$ cat src/rtl/cascade_pkg.sv
`timescale 1ns/1ps
package cascade_pkg;
  // Edges from a stage's write edge to its own output flag falling.
  localparam int unsigned SHOW_LAT = 3;
  // Edges from a stage's read edge to its own room flag falling.
  localparam int unsigned FREE_LAT = 2;
  // One extra edge per hop: the neighbour samples the flag first.
  localparam int unsigned HOP_SHOW = SHOW_LAT + 1;
  localparam int unsigned HOP_FREE = FREE_LAT + 1;

  function automatic int unsigned chain_show_lat(input int unsigned n);
    return (n - 1) * HOP_SHOW + SHOW_LAT;
  endfunction

  function automatic int unsigned chain_free_lat(input int unsigned n);
    return (n - 1) * HOP_FREE + FREE_LAT;
  endfunction
endpackage

$ cat src/rtl/cascade_ram.sv
`timescale 1ns/1ps
module cascade_ram #(
  parameter int unsigned DATA_W = 18,
  parameter int unsigned DEPTH  = 16,
  localparam int unsigned AW    = $clog2(DEPTH)
) (
  input  logic              clk,
  input  logic              we,
  input  logic [AW-1:0]     waddr,
  input  logic [DATA_W-1:0] wdata,
  input  logic              re,
  input  logic [AW-1:0]     raddr,
  output logic [DATA_W-1:0] rdata
);
  logic [DATA_W-1:0] mem [DEPTH];

  always_ff @(posedge clk) begin
    if (we) mem[waddr] <= wdata;
  end

  // Registered read port: doubles as the stage output register.
  always_ff @(posedge clk) begin
    if (re) rdata <= mem[raddr];
  end
endmodule

$ cat src/rtl/cascade_pulse_dly.sv
`timescale 1ns/1ps
module cascade_pulse_dly #(
  parameter int unsigned STAGES = 2
) (
  input  logic clk,
  input  logic rst,
  input  logic pulse_in,
  output logic pulse_out
);
  logic [STAGES-1:0] sr;

  generate
    if (STAGES == 1) begin : g_one
      always_ff @(posedge clk) begin
        if (rst) sr <= '0;
        else     sr <= pulse_in;
      end
    end else begin : g_many
      always_ff @(posedge clk) begin
        if (rst) sr <= '0;
        else     sr <= {sr[STAGES-2:0], pulse_in};
      end
    end
  endgenerate

  assign pulse_out = sr[STAGES-1];
endmodule

$ cat src/rtl/cascade_stage.sv
`timescale 1ns/1ps
module cascade_stage
  import cascade_pkg::*;
#(
  parameter int unsigned DATA_W = 18,
  parameter int unsigned DEPTH  = 16
) (
  input  logic              clk,
  input  logic              rst,
  input  logic              put_n,
  input  logic [DATA_W-1:0] put_data,
  output logic              room_n,
  input  logic              take_n,
  output logic [DATA_W-1:0] take_data,
  output logic              avail_n
);
  localparam int unsigned AW = $clog2(DEPTH);
  localparam int unsigned CW = AW + 1;

  logic          wr_ok, rd_ok;
  logic          wr_late, rd_late;
  logic          fetch;
  logic [AW-1:0] wr_ptr, rd_ptr;
  logic [CW-1:0] held, held_nxt;
  logic [CW-1:0] shown_cnt, shown_sum;

  assign wr_ok = !put_n && !room_n;
  assign rd_ok = !avail_n && !take_n;

  // A write becomes visible to the read side only after SHOW_LAT edges.
  cascade_pulse_dly #(.STAGES(SHOW_LAT)) u_wr_dly (
    .clk(clk), .rst(rst), .pulse_in(wr_ok), .pulse_out(wr_late)
  );

  // A read returns its slot to the write side after FREE_LAT edges.
  cascade_pulse_dly #(.STAGES(FREE_LAT)) u_rd_dly (
    .clk(clk), .rst(rst), .pulse_in(rd_ok), .pulse_out(rd_late)
  );

  // Write side: occupancy seen by the room flag (never below true count).
  assign held_nxt = held + CW'(wr_ok) - CW'(rd_late);

  always_ff @(posedge clk) begin
    if (rst) begin
      wr_ptr <= '0;
      held   <= '0;
      room_n <= 1'b0;
    end else begin
      if (wr_ok) wr_ptr <= wr_ptr + AW'(1);
      held   <= held_nxt;
      room_n <= (held_nxt == CW'(DEPTH));
    end
  end

  // Read side: words in RAM that are visible but not yet on the output.
  assign shown_sum = shown_cnt + CW'(wr_late);
  assign fetch     = (avail_n || rd_ok) && (shown_sum != '0);

  always_ff @(posedge clk) begin
    if (rst) begin
      rd_ptr    <= '0;
      shown_cnt <= '0;
      avail_n   <= 1'b1;
    end else begin
      if (fetch) rd_ptr <= rd_ptr + AW'(1);
      shown_cnt <= shown_sum - CW'(fetch);
      if (fetch)      avail_n <= 1'b0;
      else if (rd_ok) avail_n <= 1'b1;
    end
  end

  cascade_ram #(.DATA_W(DATA_W), .DEPTH(DEPTH)) u_ram (
    .clk  (clk),
    .we   (wr_ok),
    .waddr(wr_ptr),
    .wdata(put_data),
    .re   (fetch),
    .raddr(rd_ptr),
    .rdata(take_data)
  );
endmodule

$ cat src/rtl/fwft_cascade.sv
`timescale 1ns/1ps
module fwft_cascade #(
  parameter int unsigned DATA_W      = 18,
  parameter int unsigned STAGE_DEPTH = 16,
  parameter int unsigned N_STAGES    = 2
) (
  input  logic              clk,
  input  logic              rst,
  input  logic              put_n,
  input  logic [DATA_W-1:0] put_data,
  output logic              room_n,
  input  logic              take_n,
  output logic [DATA_W-1:0] take_data,
  output logic              avail_n
);
  localparam int unsigned LAST = N_STAGES - 1;

  logic [N_STAGES-1:0] s_put_n, s_room_n, s_take_n, s_avail_n;
  logic [DATA_W-1:0]   s_din  [N_STAGES];
  logic [DATA_W-1:0]   s_dout [N_STAGES];

  generate
    for (genvar g = 0; g < N_STAGES; g++) begin : g_stage
      if (g == 0) begin : g_head
        assign s_put_n[g] = put_n;
        assign s_din[g]   = put_data;
      end else begin : g_link_in
        // Output-valid of the previous stage is this stage's write enable.
        assign s_put_n[g] = s_avail_n[g-1];
        assign s_din[g]   = s_dout[g-1];
      end

      if (g == LAST) begin : g_tail
        assign s_take_n[g] = take_n;
      end else begin : g_link_out
        // Room flag of the next stage is this stage's read enable.
        assign s_take_n[g] = s_room_n[g+1];
      end

      cascade_stage #(.DATA_W(DATA_W), .DEPTH(STAGE_DEPTH)) u_stage (
        .clk      (clk),
        .rst      (rst),
        .put_n    (s_put_n[g]),
        .put_data (s_din[g]),
        .room_n   (s_room_n[g]),
        .take_n   (s_take_n[g]),
        .take_data(s_dout[g]),
        .avail_n  (s_avail_n[g])
      );
    end
  endgenerate

  assign room_n    = s_room_n[0];
  assign avail_n   = s_avail_n[LAST];
  assign take_data = s_dout[LAST];
endmodule

$ cat config.mk
export PLATFORM = sky130hd
export DESIGN_NAME = fwft_cascade
export DESIGN_NICKNAME = d
export VERILOG_FILES = /design/src/rtl/cascade_pkg.sv /design/src/rtl/cascade_ram.sv /design/src/rtl/cascade_pulse_dly.sv /design/src/rtl/cascade_stage.sv /design/src/rtl/fwft_cascade.sv
export SDC_FILE = /design/constraint.sdc
export NUM_CORES = 1
export LEC_CHECK = 0
export ABC_AREA = 1
export BUFFER_PORTS_ARGS = -buffer_cell sky130_fd_sc_hd__buf_2
export CAP_MARGIN = 20
export CORE_MARGIN = 4
export CORE_UTILIZATION = 57
export CTS_CLUSTER_SIZE = 16
export DETAILED_ROUTE_END_ITERATION = 10
export PLACE_DENSITY = 0.8
export SLEW_MARGIN = 0
export SYNTH_ARGS = -nofsm -noshare
export SYNTH_HDL_FRONTEND = slang
export SYNTH_SLANG_ARGS = --single-unit
$ cat constraint.sdc
create_clock -name clk -period 2.4 [get_ports clk]
set_input_delay 0.24 -clock clk [delete_from_list [all_inputs] [get_ports clk]]
set_output_delay 0.24 -clock clk [all_outputs]
set_load 0.005 [all_outputs]
==> summary.txt <==
Run status
  – Run status: completed

Synth
  – Average instance area after synthesis: 12.3 µm²
  – Total number of yosys warnings: 0
  – Async set or reset register ratio after synthesis: 0%
  – Number of nets in the synthesized netlist: 2260
  – Register bit count reported by yosys: 660
  – Sequential share of the synthesized area: 71.4%
  – Synthesized instance count: 2208
  – Count of unique library cells instantiated by Yosys: 30
  – Post-synth EDFFs: 612
  – Synthesized cell area: 27100 µm²
  – Synth Flop Type: edfxtp_1

Finish
  – Fraction of layout cells with a size suffix above 1: 10.7%
  – Area delta synth->final: 11.2%
  – Nets: 2317

STA
  – RSZ-0062 raised after global routing: false
  – Clock Skew: 0.0192 ns
  – Actual transition at the worst max-transition pin: 0.628 ns
  – Fmax achieved: 445 MHz
  – Endpoints failing hold: 0
  – Setup violators final: 0
  – Slew Limit Headroom: 58.1%
  – Total Negative Setup Slacks: 0 ns
  – Time the final worst path needs with I/O delays and setup: 2.25 ns
  – Final cycle utilization of the critical path: 93.7%
  – Final Max Slew Viols: 0

Clock network
  – Clock root buffer master: clkbuf_16
  – Worst-skew pair later-pin latency: 0.60 ns
  – CTS H-tree lvls: 3
  – Num CTS Buffers: 67
  – TritonCTS clock tree: done
  – Clock-pin slew on the worst setup and hold paths: 0.06 ns
  – Clk buf depth: 3
  – Clock sinks: 660

Detailed routing
  – Number of DRC markers in iteration 0: 1848
  – Total number of vias: 16840
  – Post-route antenna net violation count: 0
  – Count of TritonRoute iterations in the first routing pass: 7
  – Total wire length after detailed routing: 56.9 mm
  – Routed wire length per instance: 19.4 µm
  – DRC viols: 0
  – Per-cell via count in the routed design: 5.75

Setup path
  – Critical path endpoint category: register
  – Category of the worst setup path launch point: register
  – Crit Path Class: register to register
  – Critical path peak fanout: 5
  – Capturing point of the worst reg2reg path: g_stage[1].u_stage.shown_cnt[2]
  – Cells on worst reg2reg path: 13
  – Setup slack, reg-to-reg: 0.15 ns
  – Worst EP arrival: 2.78 ns
  – Required time at the endpoint of the critical path: 2.93 ns
  – Startpoint of the worst register-to-register path: g_stage[1].u_stage.shown_cnt[0]

Placed design
  – Hpwl dp: 33.4 mm
  – Number of input and output port buffers inserted: 41
  – Routability congestion estimate: 0.839

Hold path
  – Number of stages on the worst hold path: 1
  – Startpoint of the worst hold path: put_data[4]
  – Sink of the worst hold path: g_stage[0].u_stage.u_ram.mem[11][4]
  – Hold WC Path Type: primary input to register

Run
  – Max Cap Violations: 0

Power and ir drop
  – Post-layout total power: 34.0 mW
  – Largest voltage drop on the vdd net: 0.888 mV
  – Power density of the placed cells: 1130 nW/µm²
  – LEAKAGE: 11.0 nW

Floorplanning
  – Starting Density: 57.9%
  – Die Width: 226 µm
  – Floorplan die height: 226 µm
  – Die ar.: 51000 µm²
  – Core area: 46800 µm²
  – Placement row count: 79
  – Ports: 42

Global route
  – Initial antenna violation count: 2
  – Number of global-route vias before repair: 16616
  – All-layer global routing usage: 22.3%
  – Wire length of the first global-routing pass: 88.2 mm
  – Aggregate global routing overflow: 0
  – Pin count of the biggest net entering global routing: 137
[per-layer routing]
metal	share of wire [%]	up-vias	global-route usage [%]
li1	-	7844	-
met1	37	8064	27.9
met2	51	793	38.7
met3	8.5	139	4.48
met4	3.1	0	8.44
met5	0	-	0
[power by group]
| part | internal (mW) | total, mW | switching, mW |
|---|---|---|---|
| Clock | 5.53 | 9.67 | 4.14 |
| Sequential | 14.7 | 15.9 | 1.15 |
| Combinational | 2.78 | 8.49 | 5.72 |
| Total | 23.0 | 34.0 | 11.0 |
[metrics by stage]
stage / hold WS, ns / worst slack [ns] / area (µm²) / util, % / cells
detailed placement: 0.396 / 0.192 / 28000 / 60.0 / 2802
finish: 0.0295 / 0.150 / 30100 / 64.4 / 2927
floorplan: 0.319 / 0.0385 / 27100 / - / 2208
CTS: 0.00393 / 0.164 / 30100 / 64.4 / 2925
global placement: 0.412 / 0.257 / 28000 / 60.0 / 2802
global route: 0.0112 / 0.0283 / 30100 / 64.4 / 2927
[worst max-delay path by stage]
| stage | from | cells past startpoint | slack, ns | to |
|---|---|---|---|---|
| 3_5_place_dp | g_stage[0].u_stage.u_wr_dly.sr[2] | 17 | 0.19 | g_stage[0].u_stage.shown_cnt[4] |
| 4_1_cts | g_stage[1].u_stage.shown_cnt[0] | 13 | 0.16 | g_stage[1].u_stage.shown_cnt[2] |
| 6_report | g_stage[1].u_stage.shown_cnt[0] | 13 | 0.15 | g_stage[1].u_stage.shown_cnt[2] |
| 3_3_place_gp | g_stage[0].u_stage.u_wr_dly.sr[2] | 17 | 0.26 | g_stage[0].u_stage.shown_cnt[4] |
| 5_1_grt | g_stage[1].u_stage.shown_cnt[0] | 13 | 0.03 | g_stage[1].u_stage.shown_cnt[2] |
| 2_1_floorplan | g_stage[1].u_stage.shown_cnt[0] | 12 | 0.04 | g_stage[1].u_stage.shown_cnt[2] |
[sequential cells by signal, indices dropped and copies added (netlist names)]
name	cells
g_stage.u_stage.u_wr_dly.sr	5
g_stage.u_stage.u_ram.rdata	36
g_stage.u_stage.room_n	2
g_stage.u_stage.u_rd_dly.sr	3
g_stage.u_stage.avail_n	2
g_stage.u_stage.u_ram.mem	576
g_stage.u_stage.held	10
g_stage.u_stage.rd_ptr	8
g_stage.u_stage.wr_ptr	8
g_stage.u_stage.shown_cnt	10
[cell type report]
cell class	instances	area, µm²
clock buffers	91	1810
multi-input cells	1068	5760
repair buffers	108	823
fillers	3240	16700
well taps	607	759
flip-flops and latches	660	19400
clock inverters	31	226
inverters	360	1360
diodes	2	5.00
[worst max-delay path: stages (launching register included)]
cell and delay (ns):
dfxtp_1 0.33, ha_2 0.23, ha_4 0.16, inv_1 0.04, nand2_1 0.09, nand3_2 0.09, nor2_2 0.14, nand3_2 0.13
nand2_2 0.15, clkinvlp_4 0.12, ha_4 0.18, ha_4 0.16, or2_4 0.23, a21oi_1 0.13
[placed cells by master (no fill, tap or decap), drive strengths merged]
cell,synthesis,final
inv,358,360
o21ai,154,154
nor2,80,80
xor2,10,10
a21oi,162,162
or2,1,1
clkbuf,28,91
xnor2,2,2
nand3b,2,2
dlygate4sd3,0,1
bufinv,0,2
clkinv,2,26
dfxtp,48,48
ha,28,28
o211ai,144,144
buf,92,107
edfxtp,612,612
nand4,6,6
nor3,3,3
diode,0,2
nand2,235,235
nand3,239,239
clkinvlp,0,3
fa,2,2
[Yosys cell counts (3+ instances only)]
master      n  area (µm²)
buf_2      35         175
buf_6      24         270
inv_2       3        11.3
nand2_1   231         867
o21ai_1    43         215
nand3_1   238        1190
buf_4      13        97.6
edfxtp_1  612       18400
ha_1       28         350
clkbuf_1   27         101
nand2_2     4        25.0
inv_1     355        1330
dfxtp_1    48         961
xor2_1     10        87.6
o21ai_0   111         556
nor2_1     78         293
o211ai_1  144        1080
nor3_1      3        15.0
buf_1      18        67.6
a21oi_1   162         811
nand4_1     6        37.5
[cells by family after synthesis]
| family | synth area share, % |
|---|---|
| AOI/OAI and AO/OA | 9.84 |
| xor gates and xnor gates | 0.388 |
| adders and majority gates | 1.44 |
| buffers and inverters | 7.76 |
| DFF | 71.4 |
| and+or+nand+nor | 9.13 |
[repair_timing]
action	in CTS	in global routing
resized for setup	0	1
hold buffers	1	0
buffers inserted	0	0
setup endpoints to repair	0	1
endpoints found under the hold margin	1	0
(Power assumes the default switching activity.)
